--- src/rtl/kscc_pkg.sv ---
package kscc_pkg;

  typedef enum logic [1:0] {
    ST_NEED_REFRESH = 2'd0,
    ST_IDLE         = 2'd1,
    ST_KEY1         = 2'd2
  } seq_state_e;

  typedef struct packed {
    logic key1;
    logic key2;
    logic refresh;
    logic load;
    logic diag;
    logic cfg;
  } wr_class_t;

endpackage

--- src/rtl/kscc_decode.sv ---
module kscc_decode #(
  parameter int DEV_W     = 2,
  parameter int ADDR_W    = 5,
  parameter int DATA_W    = 16,
  parameter int KEY_ADDR  = 8,
  parameter int LOAD_ADDR = 7,
  parameter int DIAG_ADDR = 20,
  parameter int CFG_ADDR  = 16,
  parameter int KEY1_VAL  = 16'h15FA,
  parameter int KEY2_VAL  = 16'hAF51,
  parameter int REFR_VAL  = 16'hFCBA,
  parameter int LOAD_VAL  = 16'h1DAC
) (
  input  logic                  wr_en,
  input  logic [DEV_W-1:0]      wr_dev,
  input  logic [DEV_W-1:0]      dev_pins,
  input  logic [ADDR_W-1:0]     wr_reg,
  input  logic [DATA_W-1:0]     wr_data,
  input  logic                  global_load,
  output logic                  accept,
  output kscc_pkg::wr_class_t   cls
);
  localparam logic [ADDR_W-1:0] KA = ADDR_W'(KEY_ADDR);
  localparam logic [ADDR_W-1:0] LA = ADDR_W'(LOAD_ADDR);
  localparam logic [ADDR_W-1:0] DA = ADDR_W'(DIAG_ADDR);
  localparam logic [ADDR_W-1:0] CA = ADDR_W'(CFG_ADDR);

  logic dev_match;
  logic on_key;

  always_comb begin
    dev_match   = (wr_dev == dev_pins);
    on_key      = (wr_reg == KA);
    cls.key1    = on_key && (wr_data == DATA_W'(KEY1_VAL));
    cls.key2    = on_key && (wr_data == DATA_W'(KEY2_VAL));
    cls.refresh = on_key && (wr_data == DATA_W'(REFR_VAL));
    cls.load    = (wr_reg == LA) && (wr_data == DATA_W'(LOAD_VAL));
    cls.diag    = (wr_reg == DA);
    cls.cfg     = (wr_reg == CA);
    accept      = wr_en && (dev_match || (global_load && cls.load));
  end
endmodule

--- src/rtl/kscc_seq_fsm.sv ---
module kscc_seq_fsm (
  input  logic                clk,
  input  logic                rst,
  input  logic                accept,
  input  kscc_pkg::wr_class_t cls,
  output logic                go_reset,
  output logic                do_err,
  output logic                do_diag,
  output logic                do_cfg,
  output logic                soft_rst_pulse,
  output logic                refresh_pulse,
  output logic                load_pulse
);
  import kscc_pkg::*;

  seq_state_e state, nxt;
  logic go_ref, go_load, normal;

  always_comb begin
    nxt      = state;
    go_reset = 1'b0;
    go_ref   = 1'b0;
    go_load  = 1'b0;
    do_err   = 1'b0;
    do_diag  = 1'b0;
    do_cfg   = 1'b0;
    normal   = accept && ((state == ST_IDLE) ||
                          (state == ST_KEY1 && !cls.key2));
    if (accept && state == ST_NEED_REFRESH) begin
      if (cls.refresh) begin
        go_ref = 1'b1;
        nxt    = ST_IDLE;
      end else begin
        do_err = 1'b1;
      end
    end
    if (accept && state == ST_KEY1 && cls.key2) begin
      go_reset = 1'b1;
      nxt      = ST_NEED_REFRESH;
    end
    if (normal) begin
      nxt     = cls.key1 ? ST_KEY1 : ST_IDLE;
      go_ref  = cls.refresh;
      go_load = cls.load;
      do_diag = cls.diag;
      do_cfg  = cls.cfg;
    end
  end

  always_ff @(posedge clk) begin
    if (rst) begin
      state          <= ST_NEED_REFRESH;
      soft_rst_pulse <= 1'b0;
      refresh_pulse  <= 1'b0;
      load_pulse     <= 1'b0;
    end else begin
      state          <= nxt;
      soft_rst_pulse <= go_reset;
      refresh_pulse  <= go_ref;
      load_pulse     <= go_load;
    end
  end

  AST_PULSES_EXCLUSIVE: assert property (@(posedge clk) disable iff (rst)
    $onehot0({soft_rst_pulse, refresh_pulse, load_pulse}));
  AST_SOFT_RST_SINGLE: assert property (@(posedge clk) disable iff (rst)
    soft_rst_pulse |=> !soft_rst_pulse);
  AST_REFRESH_AFTER_RESET: assert property (@(posedge clk) disable iff (rst)
    soft_rst_pulse |-> (state == ST_NEED_REFRESH));
endmodule

--- src/rtl/kscc_diag_flags.sv ---
module kscc_diag_flags (
  input  logic clk,
  input  logic rst,
  input  logic go_reset,
  input  logic do_err,
  input  logic do_diag,
  input  logic clr_rst_bit,
  input  logic clr_err_bit,
  input  logic do_cfg,
  input  logic crc_bit,
  output logic reset_occurred,
  output logic seq_error,
  output logic crc_enable
);
  always_ff @(posedge clk) begin
    if (rst) begin
      reset_occurred <= 1'b1;
      seq_error      <= 1'b0;
      crc_enable     <= 1'b1;
    end else if (go_reset) begin
      reset_occurred <= 1'b1;
      seq_error      <= 1'b0;
      crc_enable     <= 1'b1;
    end else begin
      if (do_err) seq_error <= 1'b1;
      if (do_diag && clr_rst_bit) reset_occurred <= 1'b0;
      if (do_diag && clr_err_bit) seq_error <= 1'b0;
      if (do_cfg) crc_enable <= crc_bit;
    end
  end

  AST_RSTFLAG_SOURCE: assert property (@(posedge clk) disable iff (rst)
    $rose(reset_occurred) |-> $past(go_reset));
  AST_SEQERR_SOURCE: assert property (@(posedge clk) disable iff (rst)
    $rose(seq_error) |-> $past(do_err));
endmodule

--- src/rtl/kscc_top.sv ---
module kscc_top #(
  parameter int DEV_W      = 2,
  parameter int ADDR_W     = 5,
  parameter int DATA_W     = 16,
  parameter int KEY_ADDR   = 8,
  parameter int LOAD_ADDR  = 7,
  parameter int DIAG_ADDR  = 20,
  parameter int CFG_ADDR   = 16,
  parameter int KEY1_VAL   = 16'h15FA,
  parameter int KEY2_VAL   = 16'hAF51,
  parameter int REFR_VAL   = 16'hFCBA,
  parameter int LOAD_VAL   = 16'h1DAC,
  parameter int RSTOCC_BIT = 13,
  parameter int SEQERR_BIT = 5,
  parameter int CRC_BIT    = 0
) (
  input  logic              clk,
  input  logic              rst,
  input  logic              wr_en,
  input  logic [DEV_W-1:0]  wr_dev,
  input  logic [ADDR_W-1:0] wr_reg,
  input  logic [DATA_W-1:0] wr_data,
  input  logic [DEV_W-1:0]  dev_pins,
  input  logic              global_load,
  output logic              soft_rst_pulse,
  output logic              refresh_pulse,
  output logic              load_pulse,
  output logic              reset_occurred,
  output logic              seq_error,
  output logic              crc_enable
);
  kscc_pkg::wr_class_t cls;
  logic accept, go_reset, do_err, do_diag, do_cfg;

  kscc_decode #(
    .DEV_W(DEV_W), .ADDR_W(ADDR_W), .DATA_W(DATA_W),
    .KEY_ADDR(KEY_ADDR), .LOAD_ADDR(LOAD_ADDR), .DIAG_ADDR(DIAG_ADDR),
    .CFG_ADDR(CFG_ADDR), .KEY1_VAL(KEY1_VAL), .KEY2_VAL(KEY2_VAL),
    .REFR_VAL(REFR_VAL), .LOAD_VAL(LOAD_VAL)
  ) u_dec (
    .wr_en(wr_en), .wr_dev(wr_dev), .dev_pins(dev_pins), .wr_reg(wr_reg),
    .wr_data(wr_data), .global_load(global_load), .accept(accept), .cls(cls)
  );

  kscc_seq_fsm u_fsm (
    .clk(clk), .rst(rst), .accept(accept), .cls(cls),
    .go_reset(go_reset), .do_err(do_err), .do_diag(do_diag), .do_cfg(do_cfg),
    .soft_rst_pulse(soft_rst_pulse), .refresh_pulse(refresh_pulse),
    .load_pulse(load_pulse)
  );

  kscc_diag_flags u_flags (
    .clk(clk), .rst(rst), .go_reset(go_reset), .do_err(do_err),
    .do_diag(do_diag), .clr_rst_bit(wr_data[RSTOCC_BIT]),
    .clr_err_bit(wr_data[SEQERR_BIT]), .do_cfg(do_cfg),
    .crc_bit(wr_data[CRC_BIT]), .reset_occurred(reset_occurred),
    .seq_error(seq_error), .crc_enable(crc_enable)
  );

  AST_SOFT_RST_NEEDS_KEY2: assert property (@(posedge clk) disable iff (rst)
    soft_rst_pulse |-> $past(wr_en && wr_reg == ADDR_W'(KEY_ADDR) &&
                             wr_data == DATA_W'(KEY2_VAL)));
  AST_LOAD_NEEDS_KEY: assert property (@(posedge clk) disable iff (rst)
    load_pulse |-> $past(wr_en && wr_reg == ADDR_W'(LOAD_ADDR) &&
                         wr_data == DATA_W'(LOAD_VAL)));
  AST_CRC_BACK_ON: assert property (@(posedge clk) disable iff (rst)
    soft_rst_pulse |-> (crc_enable && reset_occurred));
  AST_LOAD_SINGLE: assert property (@(posedge clk) disable iff (rst)
    load_pulse |=> !load_pulse);
endmodule

--- config.mk ---
export PLATFORM = sky130hd
export DESIGN_NAME = kscc_top
export DESIGN_NICKNAME = d
export VERILOG_FILES = /design/src/rtl/kscc_pkg.sv /design/src/rtl/kscc_decode.sv /design/src/rtl/kscc_seq_fsm.sv /design/src/rtl/kscc_diag_flags.sv /design/src/rtl/kscc_top.sv
export SDC_FILE = /design/constraint.sdc
export NUM_CORES = 1
export LEC_CHECK = 0
export BUFFER_PORTS_ARGS = -buffer_cell sky130_fd_sc_hd__buf_2
export CAP_MARGIN = 10
export CORE_UTILIZATION = 45
export DETAILED_ROUTE_END_ITERATION = 10
export GPL_ROUTABILITY_DRIVEN = 0
export PLACE_DENSITY = 0.86
export SETUP_SLACK_MARGIN = 0.02
export SYNTH_ARGS = -nofsm -noshare
export SYNTH_HDL_FRONTEND = slang
export SYNTH_SLANG_ARGS = --single-unit
--- constraint.sdc ---
create_clock -name clk -period 2.7 [get_ports clk]
set_input_delay 0.27 -clock clk [delete_from_list [all_inputs] [get_ports clk]]
set_output_delay 0.27 -clock clk [all_outputs]
set_load 0.03 [all_outputs]
* Word-level counts from Yosys, hierarchy flattened
Index checks and enable logic that the tools add are counted.
** Cells by class
- Equal/unequal tests :: 11
- Multiplexer cells :: 13
- Bitwise gates (word level) :: 1
- Reduce and logical (&&, ||, !) cells :: 23
** Operators with widths (number)
- $eq 16x13->1 const B :: 2
- $eq 16x16->1 const B :: 2
- $logic_and 1x1->1 :: 13
- $eq 5x5->1 const B :: 2
- $mux 2 :: 5
- $mux 1 :: 8
- $reduce_bool 3->1 :: 2
- $eq 5x3->1 const B :: 1
- $eq 5x4->1 const B :: 1
- $reduce_or 2->1 :: 2
- $reduce_or 3->1 :: 1
- $eq 2x1->1 const B :: 1
- $eq 2x2->1 :: 1
- $eq 2x2->1 const B :: 1
- $logic_not 2->1 :: 1
- $logic_or 1x1->1 :: 2
- $reduce_and 2->1 :: 1
- $logic_not 1->1 :: 1
- $not 1->1 :: 1
** Storage, ports and cells
- Register bits after elaboration :: 8
- Input port bits :: 29
- Output and inout port bits :: 6
- Word-level logic and storage cells :: 55

* Depth between registers and ports, before layout
- Depth after elaboration :: 9
- Gate-level depth with buffers :: 5

* Hierarchy
From an unflattened synthesis, not the netlist that was laid out.
** Second synthesis, totals
- Cells, all modules :: 68
- Area total of the unflattened synthesis :: 608.1 sq um
** Modules (own cells, without submodules)
- kscc_seq_fsm :: times used 1, cells an instance 27, area an instance 252.7 sq um
- kscc_decode :: times used 1, cells an instance 31, area an instance 246.5 sq um
- kscc_diag_flags :: times used 1, cells an instance 10, area an instance 108.9 sq um

* Worst setup path after synthesis
No wires, ideal clock.
- Path kind :: in2reg
- Start :: input port wr_data[13]
- End :: register u_flags.seq_error
- Setup time :: 0.091 ns
- Arrival time :: 1.399 ns
- Required time :: 2.609 ns
- Path slack :: 1.210 ns
- Cell stages on the path :: 5
- Cell sequence :: nor4b_4 > nand4_2 > o31a_1 > o21ba_1 > a311oi_1
** On the way
- Cells in the longest elaborated chain, start to end :: 9
- Elaborated cells on any way between the ends :: 22
- Classes of those cells :: eq/ne: 3; mux: 4; reduce/logical: 15
** Ends and longest elaborated chain
- start, declared :: RTL line kscc_top.sv:22 : input logic [DATA_W-1:0] wr_data,
- $eq 16x13->1 or $eq 16x16->1 (tied branches) :: RTL line kscc_decode.sv:37, kscc_decode.sv:35
- $logic_and 1x1->1, on equally long branches :: RTL line kscc_decode.sv:37, kscc_decode.sv:35
- $logic_and 1x1->1 or $logic_not 1->1 (tied branches) :: RTL line kscc_decode.sv:40, kscc_seq_fsm.sv:28
- $logic_or 1x1->1 or $logic_and 1x1->1 (tied branches) :: RTL line kscc_decode.sv:40, kscc_seq_fsm.sv:28
- $logic_and 1x1->1 or $logic_or 1x1->1 (tied branches) :: RTL line kscc_decode.sv:40, kscc_seq_fsm.sv:27
- $logic_and 1x1->1, on equally long branches :: RTL line kscc_seq_fsm.sv:37, kscc_seq_fsm.sv:27
- $logic_and 1x1->1 or $mux 1 (tied branches) :: RTL line kscc_seq_fsm.sv:37, kscc_seq_fsm.sv:41
- $mux 1 or $logic_and 1x1->1 (tied branches) :: RTL line kscc_seq_fsm.sv:37, kscc_diag_flags.sv:27
- $reduce_or 3->1 (no source line)
- end signal, assigned :: RTL line kscc_diag_flags.sv:18 : seq_error <= 1'b0;
- end signal, assigned :: RTL line kscc_diag_flags.sv:22 : seq_error <= 1'b0;
- end signal, assigned :: RTL line kscc_diag_flags.sv:25 : if (do_err) seq_error <= 1'b1;
- end, declared :: RTL line kscc_diag_flags.sv:12 : output logic seq_error,
Several ways; a longest one is shown, not always the timed one.
A chain may end at the register's enable or synchronous reset.

* Worst setup path in the final report
Same ends and word-level chain as after synthesis.

==> out/qor.txt <==
CP max FO: 6
distinct cell type count after synthesis: 30
DP HPWL: 1.242 mm
Seq/Total Area, Yosys: 26.61%
Max-cap violations: 0
deepest clock path buffer count: 2
setup ws final: 1.163 ns
initial antenna violation count: 0
Synth Net Count: 99
largest net degree at the start of global routing: 8
Clock transition at path regs: 0.06 ns
CTS tree: done
DRT iter0 DRCs: 28
Finish-stage setup viols: 0
Req. time, crit path: 2.87 ns
worst-path cell chain: buf_2, nor4b_4, nand4_2, o31a_1, o21ba_1, a311oi_1
top cells by area, synth: dfxtp_1 (27%), nor4b_4 (7.9%), and4b_1 (5.0%)
Overflow after GRT: 0
Ant. Diodes: 0
CTS Buf Count: 3
mean post-synth cell area: 8.598 sq um
Crit. End Element: register
Synth Cell Area: 601.8 sq um
setup TNS: 0 ns
Die ar.: 1488 sq um
clk sinks: 8
Yosys warnings: 0
Worst-Skew Late Latency: 0.27 ns
routed wire length: 1.478 mm
Core ar.: 1171 sq um
htree depth: 1
crit path buf inv count: 1
I/O pin count: 35
Vias: 726
WL per Instance: 12.21 um
hold-fix buffers at CTS: 0
drt first pass iters: 4
post-CTS sizing: 0
most common cell after layout, fill and taps aside: buf_2
Critical Path Max Stage Delay: 0.40 ns
Hold Fails Final Rpt: 0
first-pass GRT wire length: 2.463 mm
Die Ht: 38.57 um
crit share post-route: 56.94%
Period minus WS final: 1.537 ns
DRC: 0
worst-margin pin slew: 0.4515 ns
Area growth syn-to-layout: 34.93%
Peak VDD IR: 0.1839 mV
CP top delay family: compound AO/OA/AOI/OAI gates
share of cells above drive strength 1: 40.19%
cells after synthesis: 70
Max Clk Rate: 0.6504 GHz
Synth Register Bits: 8
critical path class: input pin to register
Setup crit start kind: input pin
most frequent cells in the layout: buf_2 (34), nor2_1 (8), dfxtp_1 (8)
Pwr Density: 341.0 nW/um^2
top cell type's share of synthesized area: 26.61%
Max Slew Vio Count: 0
IO buf count: 34
GRT Overall Usage: 23.89%
skew final: 0.01423 ns
post-synth top area cell: dfxtp_1
unrepaired setup endpoints after global routing: false
# nets final: 138
Leak Pwr: 0.3552 nW
Final ANT Viol Nets: 0
status: completed
Die W: 38.57 um
pre-CTS setup slack: 0.8925 ns
Initial Util: 51.39%
Vias/cell: 6.000
Worst path slowest cell: o31a_1
arrival time worst endpoint: 1.71 ns
standard-cell rows: 12
vias in the first global route: 614
worst rel slew slack: 69.72%
Setup Buffers After CTS: 0
Tightest Hold Check Type: input pin to register
Root Buffer: clkbuf_4
-- layer usage --
| metal | vias to the layer above | track usage [%] | routed length [um] |
|---|---|---|---|
| met1 | 319 | 29.93 | 614 |
| met5 | - | 0 | 0 |
| met4 | 0 | 12.07 | 63 |
| li1 | 352 | - | - |
| met3 | 13 | 5.202 | 96 |
| met2 | 42 | 37.92 | 703 |
-- area by class of cell --
type	instances	area, sq um
Multi-Input combinational cell	61	437.9
Fill cell	98	359.1
Timing Repair Buffer	34	170.2
Sequential cell	8	160.2
Clock buffer	3	22.52
Tap cell	14	17.52
Inverter	1	3.754
-- sequential cells by signal, summed over array words and instances, names as in the netlist --
name                    cells
u_fsm.state                 2
u_flags.crc_enable          1
u_flags.reset_occurred      1
u_flags.seq_error           1
u_fsm.load_pulse            1
u_fsm.refresh_pulse         1
u_fsm.soft_rst_pulse        1
-- worst reg2reg max path, cell delays in order (launching register included) --
cell and delay [ns]:
dfxtp_1 0.41, nor2b_1 0.34, o21ai_0 0.24, o31ai_1 0.27, nand2_1 0.08
-- power breakdown --
group	switching (mW)	internal [mW]	total, mW
clock	0.0460	0.0512	0.0971
sequential	0.000591	0.119	0.120
combinational	0.0301	0.0299	0.0600
-- logic make-up (layout without fill, tap and decap cells) --
group                  after synthesis  in the layout  share of synthesized area, %
AO/OA/AOI/OAI                       17             17                         19.96
XOR/XNOR                             2              2                         2.911
buffers and inverters                1             38                        0.6231
flip-flops                           8              8                         26.61
AND/OR/NAND/NOR                     42             42                         49.90
-- path summary, 6_finish.rpt --
| kind | slack, ns | endpoint | cells past startpoint | from |
|---|---|---|---|---|
| setup / recovery | 1.16 | u_flags.seq_error | 6 | wr_data[13] |
| setup reg to reg | 1.25 | u_flags.reset_occurred | 4 | u_fsm.state[1] |
| hold / removal | 0.21 | u_fsm.state[1] | 2 | rst |
| hold reg to reg | 0.46 | u_flags.reset_occurred | 2 | u_flags.reset_occurred |
-- Yosys cell counts (all sizes together) --
| cell | n |
|---|---|
| a31oi | 2 |
| inv | 1 |
| and4bb | 1 |
| nand4 | 4 |
| nor4b | 5 |
| nor3 | 2 |
| and3 | 3 |
| nand3 | 3 |
| o21ai | 6 |
| xnor2 | 2 |
| a31o | 1 |
| nand2 | 6 |
| o21bai | 1 |
| and3b | 1 |
| nor4bb | 1 |
| a21oi | 1 |
| nor2b | 4 |
| nor2 | 8 |
| o31ai | 2 |
| o21ba | 1 |
| and4b | 3 |
| nor4 | 1 |
| a311oi | 2 |
| dfxtp | 8 |
| o31a | 1 |
-- through the flow --
stage	total power, mW	instance area [sq um]	utilization [%]	hold WS (ns)	cells
finish	0.2769	812.0	69.34	0.2106	121
global route	0.2870	812.0	69.34	0.2420	121
CTS	0.2772	812.0	69.34	0.2071	121
detailed placement	0.1820	789.5	67.41	0.4549	118
global placement	0.1805	789.5	67.41	0.4429	118
floorplan	0.1472	601.8	-	0.3394	70
Power figures use the tool's default switching activity.
